### src/rtl/swst_pkg.sv
package swst_pkg;
  typedef enum logic [1:0] {
    ST_INV = 2'b00,
    ST_VAL = 2'b01,
    ST_REG = 2'b10
  } word_st_e;
endpackage

### src/rtl/swst_sweep.sv
module swst_sweep #(
  parameter int NWORDS = 16,
  localparam int IW = $clog2(NWORDS)
) (
  input  logic          clk,
  input  logic          rst_n,
  input  logic          start,
  output logic          busy,
  output logic [IW-1:0] idx
);
  logic          busy_q, busy_n;
  logic [IW-1:0] cnt_q, cnt_n;

  always_comb begin
    busy_n = busy_q;
    cnt_n  = cnt_q;
    if (!busy_q) begin
      if (start) begin
        busy_n = 1'b1;
        cnt_n  = '0;
      end
    end else if (cnt_q == IW'(NWORDS - 1)) begin
      busy_n = 1'b0;
    end else begin
      cnt_n = cnt_q + 1'b1;
    end
  end

  always_ff @(posedge clk or negedge rst_n) begin
    if (!rst_n) begin
      busy_q <= 1'b0;
      cnt_q  <= '0;
    end else begin
      busy_q <= busy_n;
      cnt_q  <= cnt_n;
    end
  end

  assign busy = busy_q;
  assign idx  = cnt_q;

  p_sweep_start_r6: assert property (@(posedge clk) disable iff (!rst_n)
    (start && !busy_q) |=> (busy_q && cnt_q == '0));
  p_sweep_ends_r6: assert property (@(posedge clk) disable iff (!rst_n)
    (busy_q && cnt_q == IW'(NWORDS - 1)) |=> !busy_q);
endmodule

### src/rtl/swst_word.sv
module swst_word
  import swst_pkg::*;
(
  input  logic     clk,
  input  logic     rst_n,
  input  logic     wr_en,
  input  logic     kill_en,
  input  logic     fill_en,
  input  logic     sweep_en,
  input  logic     touch_set,
  input  logic     touch_clr,
  input  logic     ack_en,
  output word_st_e st_o,
  output logic     touched_o,
  output logic     pend_o
);
  word_st_e st_q, st_n;
  logic     tch_q, tch_n;
  logic     pnd_q, pnd_n;

  always_comb begin
    st_n = st_q;
    if (wr_en)                           st_n = ST_REG;
    else if (kill_en)                    st_n = ST_INV;
    else if (fill_en && st_q == ST_INV)  st_n = ST_VAL;
    else if (sweep_en && st_q == ST_VAL) st_n = ST_INV;

    tch_n = touch_clr ? 1'b0 : tch_q;
    if (touch_set) tch_n = 1'b1;

    pnd_n = pnd_q;
    if (wr_en && !pnd_q) pnd_n = 1'b1;
    else if (ack_en)     pnd_n = 1'b0;
  end

  always_ff @(posedge clk or negedge rst_n) begin
    if (!rst_n) begin
      st_q  <= ST_INV;
      tch_q <= 1'b0;
      pnd_q <= 1'b0;
    end else begin
      st_q  <= st_n;
      tch_q <= tch_n;
      pnd_q <= pnd_n;
    end
  end

  assign st_o      = st_q;
  assign touched_o = tch_q;
  assign pend_o    = pnd_q;

  p_write_registers_r4: assert property (@(posedge clk) disable iff (!rst_n)
    wr_en |=> (st_q == ST_REG));
  p_sweep_keeps_reg_r6: assert property (@(posedge clk) disable iff (!rst_n)
    (sweep_en && st_q == ST_REG) |=> (st_q == ST_REG));
  p_pend_hold_r5: assert property (@(posedge clk) disable iff (!rst_n)
    (pnd_q && !ack_en) |=> pnd_q);
  p_touch_clear_r12: assert property (@(posedge clk) disable iff (!rst_n)
    (touch_clr && !touch_set) |=> !tch_q);
endmodule

### src/rtl/swst_tracker.sv
module swst_tracker
  import swst_pkg::*;
#(
  parameter int NWORDS = 16,
  localparam int IW = $clog2(NWORDS)
) (
  input  logic          clk,
  input  logic          rst_n,
  input  logic          req_valid,
  input  logic          req_write,
  input  logic          req_atomic,
  input  logic [IW-1:0] req_addr,
  input  logic          sig_hit,
  input  logic          phase_end,
  input  logic          cs_enter,
  input  logic          fill_valid,
  input  logic [IW-1:0] fill_addr,
  input  logic          reg_ack,
  input  logic [IW-1:0] reg_ack_addr,
  output logic          busy,
  output logic          resp_valid,
  output logic          resp_hit,
  output logic          miss_req_valid,
  output logic [IW-1:0] miss_req_addr,
  output logic          reg_req_valid,
  output logic [IW-1:0] reg_req_addr
);
  logic          sw_busy;
  logic [IW-1:0] sw_idx;
  word_st_e      st_arr  [NWORDS];
  logic          tch_arr [NWORDS];
  logic          pnd_arr [NWORDS];

  logic     acc, is_rd, chk_kill, rd_hit;
  word_st_e cur_st;

  swst_sweep #(.NWORDS(NWORDS)) u_sweep (
    .clk(clk), .rst_n(rst_n), .start(phase_end), .busy(sw_busy), .idx(sw_idx)
  );

  always_comb begin
    acc      = req_valid && !sw_busy;
    is_rd    = acc && !req_write;
    cur_st   = st_arr[req_addr];
    chk_kill = is_rd && req_atomic && cur_st == ST_VAL &&
               !tch_arr[req_addr] && sig_hit;
    rd_hit   = (cur_st == ST_REG) || (cur_st == ST_VAL && !chk_kill);
  end

  for (genvar w = 0; w < NWORDS; w++) begin : g_word
    logic wsel;
    assign wsel = (req_addr == IW'(w));
    swst_word u_word (
      .clk       (clk),
      .rst_n     (rst_n),
      .wr_en     (acc && req_write && wsel),
      .kill_en   (chk_kill && wsel),
      .fill_en   (fill_valid && fill_addr == IW'(w)),
      .sweep_en  (sw_busy && sw_idx == IW'(w)),
      .touch_set (is_rd && req_atomic && wsel),
      .touch_clr (cs_enter),
      .ack_en    (reg_ack && reg_ack_addr == IW'(w)),
      .st_o      (st_arr[w]),
      .touched_o (tch_arr[w]),
      .pend_o    (pnd_arr[w])
    );
  end

  logic          rv_n, rh_n, mv_n, gv_n;
  logic          rv_q, rh_q, mv_q, gv_q;
  logic [IW-1:0] ma_q, ga_q;

  always_comb begin
    rv_n = acc;
    rh_n = req_write || rd_hit;
    mv_n = is_rd && !rd_hit;
    gv_n = acc && req_write && !pnd_arr[req_addr];
  end

  always_ff @(posedge clk or negedge rst_n) begin
    if (!rst_n) begin
      rv_q <= 1'b0;
      rh_q <= 1'b0;
      mv_q <= 1'b0;
      gv_q <= 1'b0;
      ma_q <= '0;
      ga_q <= '0;
    end else begin
      rv_q <= rv_n;
      rh_q <= rh_n;
      mv_q <= mv_n;
      gv_q <= gv_n;
      if (mv_n) ma_q <= req_addr;
      if (gv_n) ga_q <= req_addr;
    end
  end

  assign busy           = sw_busy;
  assign resp_valid     = rv_q;
  assign resp_hit       = rh_q;
  assign miss_req_valid = mv_q;
  assign miss_req_addr  = ma_q;
  assign reg_req_valid  = gv_q;
  assign reg_req_addr   = ga_q;

  p_miss_is_read_miss_r2: assert property (@(posedge clk) disable iff (!rst_n)
    miss_req_valid |-> (resp_valid && !resp_hit));
  p_reg_with_write_r4: assert property (@(posedge clk) disable iff (!rst_n)
    reg_req_valid |-> (resp_valid && resp_hit));
  p_stall_when_busy_r7: assert property (@(posedge clk) disable iff (!rst_n)
    busy |=> !resp_valid);
  p_reg_word_hits_r10: assert property (@(posedge clk) disable iff (!rst_n)
    (acc && cur_st == ST_REG) |=> (resp_valid && resp_hit));
endmodule

### config.mk
export PLATFORM = sky130hd
export DESIGN_NAME = swst_tracker
export DESIGN_NICKNAME = d
export VERILOG_FILES = /design/src/rtl/swst_pkg.sv /design/src/rtl/swst_sweep.sv /design/src/rtl/swst_word.sv /design/src/rtl/swst_tracker.sv
export SDC_FILE = /design/constraint.sdc
export NUM_CORES = 1
export LEC_CHECK = 0
export BUFFER_PORTS_ARGS = -buffer_cell sky130_fd_sc_hd__buf_2
export CORE_MARGIN = 3
export CORE_UTILIZATION = 40
export CTS_CLUSTER_SIZE = 10
export DETAILED_ROUTE_END_ITERATION = 16
export GPL_ROUTABILITY_DRIVEN = 0
export HOLD_SLACK_MARGIN = 0.03
export PLACE_DENSITY = 0.55
export SYNTH_ARGS = -nofsm -noshare
export SYNTH_HDL_FRONTEND = slang
export SYNTH_SLANG_ARGS = --single-unit
export TNS_END_PERCENT = 100
### constraint.sdc
create_clock -name clk -period 4.25 [get_ports clk]
set_clock_uncertainty 0.1 [all_clocks]
set_input_delay 0.425 -clock clk [delete_from_list [all_inputs] [get_ports clk]]
set_output_delay 0.425 -clock clk [all_outputs]
set_load 0.005 [all_outputs]
-- Word-level counts from Yosys, hierarchy flattened
Index checks and enable logic that the tools add are counted.
Widths: inputs -> output; s select.
- register bits: 81
- input port bits: 22
- output and inout port bits: 13
- word-level logic and storage cells: 514
- $add $sub $neg: 1
- magnitude comparators: 1
- equality and inequality tests: 79
- multiplexer cells: 128
- bitwise gates (word level): 1
- reductions and logical operators: 248
- operator list (operator ; count):
    $logic_and 1x1->1 ; 154
    $mux 2 ; 66
    $eq 4x4->1 const B ; 32
    $reduce_bool 2->1 ; 33
    $eq 4x3->1 const B ; 16
    $reduce_bool 4->1 ; 16
    $mux 1 ; 56
    $eq 2x1->1 const B ; 17
    $eq 4x2->1 const B ; 8
    $logic_not 2->1 ; 16
    $logic_not 1->1 ; 22
    $eq 4x1->1 const B ; 4
    $logic_not 4->1 ; 4
    $mux 4 ; 3
    $bmux 1 s4 ; 2
    $bmux 2 s4 ; 1
    $ge 5x5->1 const B ; 1
    $not 4->5 ; 1
    $add 4x1->4 const B ; 1
    $eq 2x2->1 const B ; 1
    $logic_or 1x1->1 ; 2
    $ne 2x2->1 const B ; 1
    $reduce_and 2->1 ; 1

-- Logic depth before layout (Yosys ltp)
Gate-level depths: netlist of the first run.
- depth in word-level cells: 13
- mapped depth: 8
- mapped depth without buffers: 6

-- Modules after synthesis
Synthesis of the first run repeated with hierarchy kept, for this count alone.
- cell total of the unflattened synthesis: 474
- area, all modules: 4519.3 µm²
- by module, submodules not included (module ; instances ; cells an instance ; area each (µm²) ; seq. area each (µm²)):
    swst_word ; 16 ; 14 ; 158.9 ; 100.1
    swst_tracker ; 1 ; 222 ; 1717.9 ; 300.3
    swst_sweep ; 1 ; 28 ; 259.0 ; 125.1

-- Worst setup path before layout of the first run
No wires, ideal clock.
- kind: input-to-reg
- start point: in req_addr[0]
- end point: reg ga_q[0], in the netlist reg_req_addr[0]
- arrival: 2.239 ns
- setup slack: 1.786 ns
- stages on the path: 6
- buffers on the path: 2
- path through: buf_6 > buf_2 > mux4_2 > mux4_2 > nor2_4 > mux2_2
- longest elaborated chain between the ends: 6
- ends and longest elaborated chain (element ; line ; source):
    start: declaration ; swst_tracker.sv:12 ; input logic [IW-1:0] req_addr,
    $not 4->5 (not written as such) ; swst_tracker.sv:77 ; gv_n = acc && req_write && !pnd_arr[req_addr];
    $bmux 1 s4 ; swst_tracker.sv:77 ;
    $mux 1 (not written as such) (2 in a row) ; swst_tracker.sv:77 ;
    $logic_not 1->1 ; swst_tracker.sv:77 ;
    $logic_and 1x1->1 ; swst_tracker.sv:77 ;
    named net gv_n ; swst_tracker.sv:69 ; logic rv_n, rh_n, mv_n, gv_n;
    end signal: assignment ; swst_tracker.sv:94 ; if (gv_n) ga_q <= req_addr;
    end: declaration ; swst_tracker.sv:71 ; logic [IW-1:0] ma_q, ga_q;
The timed path passes the listed nets, and every way through them passes these cells. The select of a mux whose other input is x is not followed.
A chain may end at the register's enable or synchronous reset.

-- Worst setup path in the final report of the first run
- start point: in req_addr[0]
- end point: reg ma_q[1], in the netlist miss_req_addr[1]
- longest elaborated chain between the ends: 13
- ends and longest elaborated chain (element ; line ; source):
    $not 4->5 (not written as such) (*) ; swst_tracker.sv:44, swst_tracker.sv:46 ;
    $bmux 2 s4 ; swst_tracker.sv:44 ; cur_st = st_arr[req_addr];
    $mux 2 (not written as such) (2 in a row) ; swst_tracker.sv:44 ;
    $eq 2x1->1 ; swst_tracker.sv:45, swst_tracker.sv:47 ;
    $logic_and 1x1->1 (2 in a row) ; swst_tracker.sv:45 ; chk_kill = is_rd && req_atomic && cur_st == ST_VAL &&
    $logic_and 1x1->1 ; swst_tracker.sv:46 ; !tch_arr[req_addr] && sig_hit;
    $logic_not 1->1 ; swst_tracker.sv:47 ; rd_hit = (cur_st == ST_REG) || (cur_st == ST_VAL && !chk_kill);
    $logic_and 1x1->1 ; swst_tracker.sv:47 ;
    $logic_or 1x1->1 (*) ; swst_tracker.sv:47 ;
    $logic_not 1->1 (*) ; swst_tracker.sv:76 ; mv_n = is_rd && !rd_hit;
    $logic_and 1x1->1 (*) ; swst_tracker.sv:76 ;
    end signal: assignment ; swst_tracker.sv:93 ; if (mv_n) ma_q <= req_addr;
    end: declaration ; swst_tracker.sv:71 ;
Every way passes the cells marked *; elsewhere a longest branch is shown, timed or not. The select of a mux whose other input is x is not followed.

==> results of run 1 <==
flip-flops by register name, indices dropped and copies added, names as in the netlist, 4 cells and up:
register                 flops
g_word.u_word.pend_o        16
g_word.u_word.touched_o     16
g_word.u_word.st_o          32
miss_req_addr                4
reg_req_addr                 4
u_sweep.idx                  4
power breakdown:
part           switching (W)  total, W  internal (W)
combinational       0.000353  0.000698      0.000345
clock               0.000305  0.000697      0.000391
sequential          0.000225   0.00122      0.000995
total               0.000883   0.00261       0.00173
metal layers:
| metal | track usage, % | vias up | wire (um) |
|---|---|---|---|
| met2 | 30.9 | 123 | 5200 |
| li1 | - | 1512 | - |
| met5 | 0 | - | 0 |
| met3 | 4.42 | 13 | 713 |
| met1 | 28.7 | 1642 | 4880 |
| met4 | 5.41 | 0 | 130 |
cell type report:
type	instances	area, um2
clock buffer	9	124
clock inverter	6	115
fill	953	5300
inverter	18	67.6
multi-input combinational	273	2000
sequential	81	2030
tap	133	166
timing repair buffer	37	195
path summary, 6_finish.rpt:
path                            depth (start not counted)                     from  slack (ns)                        end
worst max register to register                          6             u_sweep.busy        1.70   g_word[9].u_word.st_o[0]
min in group clk                                        2                phase_end        0.17             u_sweep.idx[0]
max in group asynchronous                               1                    rst_n        3.25  g_word[14].u_word.st_o[1]
worst max-delay path                                    8              req_addr[0]        1.48           miss_req_addr[1]
worst min-delay path                                    1                    rst_n        0.12            reg_req_addr[2]
worst min register to register                          1  g_word[9].u_word.pend_o        0.38    g_word[9].u_word.pend_o
cells by family (layout without fill, tap and decap cells):
group,after synthesis,in the layout,share of synthesized area [%]
fa+ha+maj,4,4,1.19
xor+xnor,1,1,0.209
buf+inv,40,70,3.94
compound gates,84,84,13.4
simple gates,157,157,20.5
mux,27,27,12.5
flops,81,81,48.3
cell usage after synthesis (all sizes together):
master and instances:
o21a 1, nand4bb 1, o21ai 31, or2 2, o32ai 9, a21oi 14, a22oi 3, mux2 10
and3 1, and2 1, o31ai 3, inv 18, a31oi 2, clkbuf 16, nand2 35, nand4 1
nor3 23, nor4 7, nor2 24, nand3b 7, buf 6, a311oi 1, or3b 5, o41ai 4
or2b 1, mux4 16, nand2b 28, or4 5, o221ai 2, o32a 1, nand4b 1, mux2i 1
nand3 11, ha 4, o22ai 5, xnor2 1, a221oi 7, dfrtp 81, a41oi 1, nor2b 4
critical path, cell delays in order:
cell and delay (ns):
buf_2 0.39, buf_4 0.31, mux4_1 0.59, a22oi_2 0.15, nand3_2 0.14, or3b_4 0.44, nand4b_4 0.15, mux2_4 0.31
stage by stage:
stage	total power [W]	setup slack, ns	instances	area, um2	utilization (%)
5_1_grt	0.00278	1.37	557	4700	47.0
6_report	0.00261	1.48	557	4700	47.0
4_1_cts	0.00263	1.48	557	4700	47.0
2_1_floorplan	0.00167	1.79	394	4190	-
3_5_place_dp	0.00193	1.10	542	4460	44.6
3_3_place_gp	0.00190	1.13	542	4460	44.6
==> metrics.txt, run 1 <==
status=finished clean; Hold Vio Cnt, Final=0; Die Ht=108 um; RSZ-0062 raised after global routing=no; Final nets=446; post-CTS resize count=0; Power Density=557 mW/mm2; GR Util All Layers=roughly a fifth; Worst Setup End Kind=flop; final setup fails=0; die area=0.0117 mm2; FMAX=362 MHz; # Max-Cap Violations=0; clk buf depth=2; CTS Buf Count=9; category of the most critical setup path=input pin to flop; post-synth top area share=48.3%; VDD IR max=0.224 mV; Seq/Total Area, Yosys=48.3%; FP Rows=36; normalized max-slew margin=31.6%; post-synthesis cell type count=50; post-synthesis cell area=0.00419 mm2; Root Driver=clkbuf_8; GRT overflow=0; Max FO, Critical Path=19; first-pass GRT wire length=17900 um; crit path time final=2.77 ns; hpwl dp=approximately 7700 um; HP Class=input pin to async pin; commonest cells after routing, fill and taps aside=dfrtp_1, nand2_1, buf_2; CP required=approximately 4.4 ns; Warnings, synthesis=0; Wirelength per Cell=19.6 um; final worst path period share=65.1%; # hold bufs at CTS=0; Iter 0 DRT Violations=337; Syn Nets=420; Initial Util=41.9%; Mapped Cells=394; routed wire length=10900 um; Inserted Diodes=0; top area cells in the synthesized netlist=dfrtp_1, mux4_2, mux4_1; clk_lat worst skew=0.36 ns; setup_tns=0 ns; DRC=0; post-synthesis register bit count=81; number of global-route vias before repair=3209; Post CTS Setup Buffer Count=0; PortBufs=34; Area Growth Syn to Fin=12.0%; ANT nets after route=0; Least-Margin Pin Slew=1.03 ns; Leak Pwr=2.04 nW; first-pass iteration count of the detailed router=5; max-slew violations=0; Mapped Avg Cell Area=10.6 um2; startpoint types=input pin; initial antenna violation count=0; share of cells above drive strength 1=19.6%; CTS tree=yes; clock-pin slew on the worst setup and hold paths=0.09 ns; # IOs=35; commonest non-fill, non-tap cell in the layout=dfrtp_1; CTS sink count=81; core area=~0.01 mm2; leading area contributor after synthesis=dfrtp_1; largest net degree at the start of global routing=82; smallest hold slack=0.116 ns; Vias/cell=5.91; chip width=108 um; vias after detailed routing=3290; WP data arrival=2.91 ns; # H-tree levels=3
No activity file was read; power rests on OpenSTA's default activity.
==> run 2: changes to the inputs <==
Settings changed: ABC_AREA from default to 1.
Clock period 4.25 ns to 2.9 ns, I/O delays scaled along.
==> metrics.txt, run 2 <==
Final Util=45.6%; clock-pin slew on the worst setup and hold paths=0.07 ns; Seq/Total Area, Yosys=43.0%; largest net degree at the start of global routing=82; RSZ-0062 raised after global routing=no; Worst Setup End Kind=flop; crit path time final=2.30 ns; slowest stage delay, CP=0.47 ns; Crit Reg-Reg Endpoint=g_word[7].u_word.st_o[0]; Power Density=791 mW/mm2; CTS tree=yes; hpwl dp=roughly 10000 um; ANT nets after route=0; clk buf depth=2; post-synthesis cell type count=33; chip width=115 um; commonest non-fill, non-tap cell in the layout=nand2_1; commonest cells after routing, fill and taps aside=nand2_1, inv_1, dfrtp_1; setup ws final=between 0.6 and 0.7 ns; # H-tree levels=3; Die Ht=115 um; post-CTS resize count=0; number of global-route vias before repair=4224; Slowest cell on crit path=dfrtp_1; crit path from=u_sweep.busy; worst path cell trace=inv_2 > nand2_2 > nor2_8 > nand2_4 > clkinv_2 > nand3_1 > nor2_4 > nand4_1 > nand2_1 > nor2_1; post-synthesis register bit count=81; EDFF count, synth=0; R2R cell count=10; Root Driver=clkbuf_16; initial antenna violation count=0; Final nets=698; HP Class=input pin to async pin; clk_lat worst skew=0.35 ns; Least-Margin Pin Slew=1.06 ns; FP Rows=39; CTS Buf Count=9; post-synthesis cell area=0.00471 mm2; startpoint types=flop; GRT overflow=0; FMAX=436 MHz; category of the most critical setup path=flop to flop; Warnings, synthesis=0; CTS sink count=81; Mapped Avg Cell Area=~7.4 um2; Initial Util=41.1%; Top Family by Delay on Critical Path=simple AND/OR/NAND/NOR gates; GR peak layer=met2; Most used DFF post-synth=dfrtp_1; Iter 0 DRT Violations=approximately 280; # hold bufs at CTS=0; final worst path period share=between 70% and 80%; PortBufs=34; GR Layer Usage met2=32.6%; post-synth top area share=43.0%; status=finished clean; Mapped Cells=641; asr flop ratio synth=100%; CP required=between 3 and 4 ns; met1 GRT Util=between 30% and 40%; # Max-Cap Violations=0; Reg2Reg Launch Point=u_sweep.busy; crit path buf inv count=2; routed wire length=13900 um; Leak Pwr=roughly 2.7 nW; max-slew violations=0; final setup fails=0; max FFs per register=32; core area=0.0115 mm2; top area cells in the synthesized netlist=dfrtp_1, nand2_1, inv_1; WP data arrival=approximately 2.4 ns; vias after detailed routing=4386; WP depth=10; # IOs=35; leading area contributor after synthesis=dfrtp_1; die area=approximately 0.013 mm2; Max FO, Critical Path=16; Hold Vio Cnt, Final=0; Final Power=0.00414 W; Area Growth Syn to Fin=10.9%; share of cells above drive strength 1=12.6%; first-pass iteration count of the detailed router=5; Setup Slack @ Placement=0.578 ns; VDD IR max=about 0.40 mV; M3 GR Usage=2.85%; Wirelength per Cell=17.0 um; setup_tns=0 ns; GR Util All Layers=22.5%; Vias/cell=5.35; first-pass GRT wire length=22600 um; DRC=0; cell with the most instances after synthesis=nand2_1; top cells by count, synth=nand2_1, dfrtp_1, inv_1, nor2_1, nand3_1; normalized max-slew margin=29.1%; Inserted Diodes=0; Post CTS Setup Buffer Count=0; Syn Nets=667; R2R setup slack=0.60 ns
run 2: power breakdown:
group | internal, W | switching (W) | total, W
registers | 0.00151 | 0.000300 | 0.00181
clock network | 0.000605 | 0.000482 | 0.00109
logic | 0.000447 | 0.000793 | 0.00124
run 2: how the worst max path moves through the flow:
stage | to | slack [ns]
floorplan | g_word[5].u_word.st_o[1] | 1.14
global placement | miss_req_addr[0] | 0.64
detailed placement | miss_req_addr[2] | 0.58
CTS | g_word[12].u_word.st_o[0] | 0.60
global route | g_word[7].u_word.st_o[0] | 0.40
finish | g_word[7].u_word.st_o[0] | 0.60
run 2: worst reg2reg max path, delay by kind of cell, from the launching register on:
family / cells / cell delay, ns
buffers and inverters: 2 / 0.26
DFF: 1 / 0.47
and+or+nand+nor: 8 / 1.34
run 2: cell type report:
cell class	count	area (um2)
fill	1172	6240
sequential	81	2030
multi-input combinational	457	2220
timing repair buffer	37	195
inverter	86	329
clock buffer	10	239
tap	143	179
clock inverter	6	41.3
run 2: cells by family after synthesis:
kind of cell / count (synthesis) / synth area share, %
AOI/OAI and AO/OA: 73 / 8.36
xor gates and xnor gates: 1 / 0.186
adders and majority gates: 4 / 1.06
buffers and inverters: 103 / 9.98
DFF: 81 / 43.0
and+or+nand+nor: 379 / 37.4
run 2: metrics by stage:
stage               cells  hold slack, ns  area [um2]
floorplan             641          -0.106        4710
global placement      804           0.352        4950
detailed placement    804           0.359        4950
CTS                   820          0.0968        5230
global route          820           0.108        5230
finish                820          0.0101        5230
run 2: layer usage:
metal	vias to the layer above	routed length [um]	share of wire (%)
li1	2149	-	-
met1	2059	6660	48
met2	137	5980	43
met3	41	717	5.2
met4	0	570	4.1
met5	-	0	0
==> run 3: changes to the inputs <==
Settings changed: ABC_AREA 1 to 0, PLACE_DENSITY 0.55 to 0.57.
Clock period 2.9 ns to 2.1 ns, I/O delays scaled along.
==> metrics.txt, run 3 (synthesis results as in run 1) <==
worst path cell trace=mux4_2 > a22oi_2 > nand3_2 > or3b_4 > nand4b_4 > mux2_4; category of the most critical setup path=flop to flop; max FFs per register=32; WP data arrival=2.39 ns; final worst path period share=107%; Setup Slack @ Placement=-0.480 ns; # H-tree levels=3; Placed Instances=611; number of global-route vias before repair=3460; CTS tree=yes; clk_lat worst skew=0.35 ns; Root Driver=clkbuf_8; Area Growth Syn to Fin=29.9%; Initial Util=a little over two fifths; Power Density=1080 mW/mm2; Max FO, Critical Path=5; routed wire length=roughly 12000 um; DRC=0; ANT nets after route=0; Final Util=between 50% and 60%; slowest stage delay, CP=0.48 ns; vias after detailed routing=3591; crit path buf inv count=0; Leak Pwr=2.48 nW; VDD IR max=0.418 mV; hpwl dp=roughly 8900 um; setup ws final=-0.154 ns; GRT overflow=0; first-pass GRT wire length=19500 um; startpoint types=flop; # IOs=35; Final Non-Filler Cells=637; chip width=108 um; max-slew violations=0; Top Family by Delay on Critical Path=multiplexers; final setup fails=25; clock-pin slew on the worst setup and hold paths=0.08 ns; RSZ-0062 raised after global routing=yes; core area=0.0100 mm2; CTS Buf Count=9; Hold Vio Cnt, Final=0; commonest non-fill, non-tap cell in the layout=dfrtp_1; PortBufs=34; failing checks=negative setup slack; crit path time final=2.25 ns; Vias/cell=5.64; largest net degree at the start of global routing=46; GR Util All Layers=22.1%; FP Rows=36; die area=0.0117 mm2; HP Class=input pin to flop; first-pass iteration count of the detailed router=5; initial antenna violation count=0; commonest cells after routing, fill and taps aside=dfrtp_1, buf_4, nand2_1; # Max-Cap Violations=0; Least-Margin Pin Slew=0.503 ns; Die Ht=roughly 110 um; Slowest cell on crit path=mux4_2; Worst Setup End Kind=flop; Inserted Diodes=0; CP required=2.24 ns; FMAX=around 440 MHz; Final nets=525; clk buf depth=2; status=complete, but fails checks; share of cells above drive strength 1=36.3%; CTS sink count=81; Wirelength per Cell=19.2 um; normalized max-slew margin=66.5%; Iter 0 DRT Violations=232
## run 3: changes by cell type in the layout (fill, tap and decap cells not counted), moves of 18 or more
cell / before / now
nand2_1: 197 / 35
inv_1: 81 / 18
nand4_1: 19 / 1
nand3_1: 37 / 10
buf_4: 4 / 76
nand2b_1: 0 / 28
nor2_1: 66 / 23
## run 3: routing by layer
metal	track usage, %	part of all wire [%]	wire (um)
met4	6.04	0.99	121
met2	33.6	48	5830
met1	32.9	45	5560
met3	3.34	5.9	726
met5	0	0	0
## run 3: layout make-up
cell class | count | area [um2]
Fill cell | 905 | 4550
Inverter | 18 | 67.6
Sequential cell | 81 | 2030
Clock inverter | 5 | 77.6
Tap cell | 133 | 166
Multi-Input combinational cell | 273 | 2110
Timing Repair Buffer | 116 | 851
Clock buffer | 11 | 151
## run 3: power breakdown
part / switching [W] / internal [W]
Sequential: 0.000314 / 0.00201
Combinational: 0.00106 / 0.00119
Clock: 0.000586 / 0.000731
## run 3: worst paths after layout
check	to	slack, ns	startpoint	depth (start not counted)
worst max-delay path	miss_req_addr[2]	-0.15	g_word[2].u_word.st_o[1]	6
worst min-delay path	resp_valid	0.08	req_valid	2
worst max register to register	miss_req_addr[2]	-0.15	g_word[2].u_word.st_o[1]	6
worst min register to register	g_word[2].u_word.touched_o	0.40	g_word[2].u_word.touched_o	2
max in group asynchronous	g_word[12].u_word.pend_o	1.01	rst_n	3
min in group asynchronous	reg_req_addr[0]	0.26	rst_n	2
## run 3: through the flow
stage	TNS (ns)	hold slack (ns)	power, W	instance area, um2
4_1_cts	-1.54	0.0313	0.00585	5360
3_5_place_dp	-8.15	0.115	0.00442	5010
5_1_grt	-3.00	0.0662	0.00625	5450
6_report	-1.61	0.0757	0.00589	5450
3_3_place_gp	-7.27	0.105	0.00437	5010
2_1_floorplan	-0.561	-0.186	0.00340	4230
## run 3: timing repair
item | CTS | global route
pin swaps | 10 | 7
setup buffers | 4 | 3
hold buffers | 2 | 1
endpoints found under the hold margin | 38 | 1
gates cloned | 1 | 0
setup endpoints to repair | 24 | 33
resized for setup | 16 | 12
## run 3: worst register-to-register path, stage by stage, from the launching register on
cell and delay, ns:
dfrtp_1 0.41, mux4_2 0.48, a22oi_2 0.18, nand3_2 0.10, or3b_4 0.41, nand4b_4 0.15
mux2_4 0.31
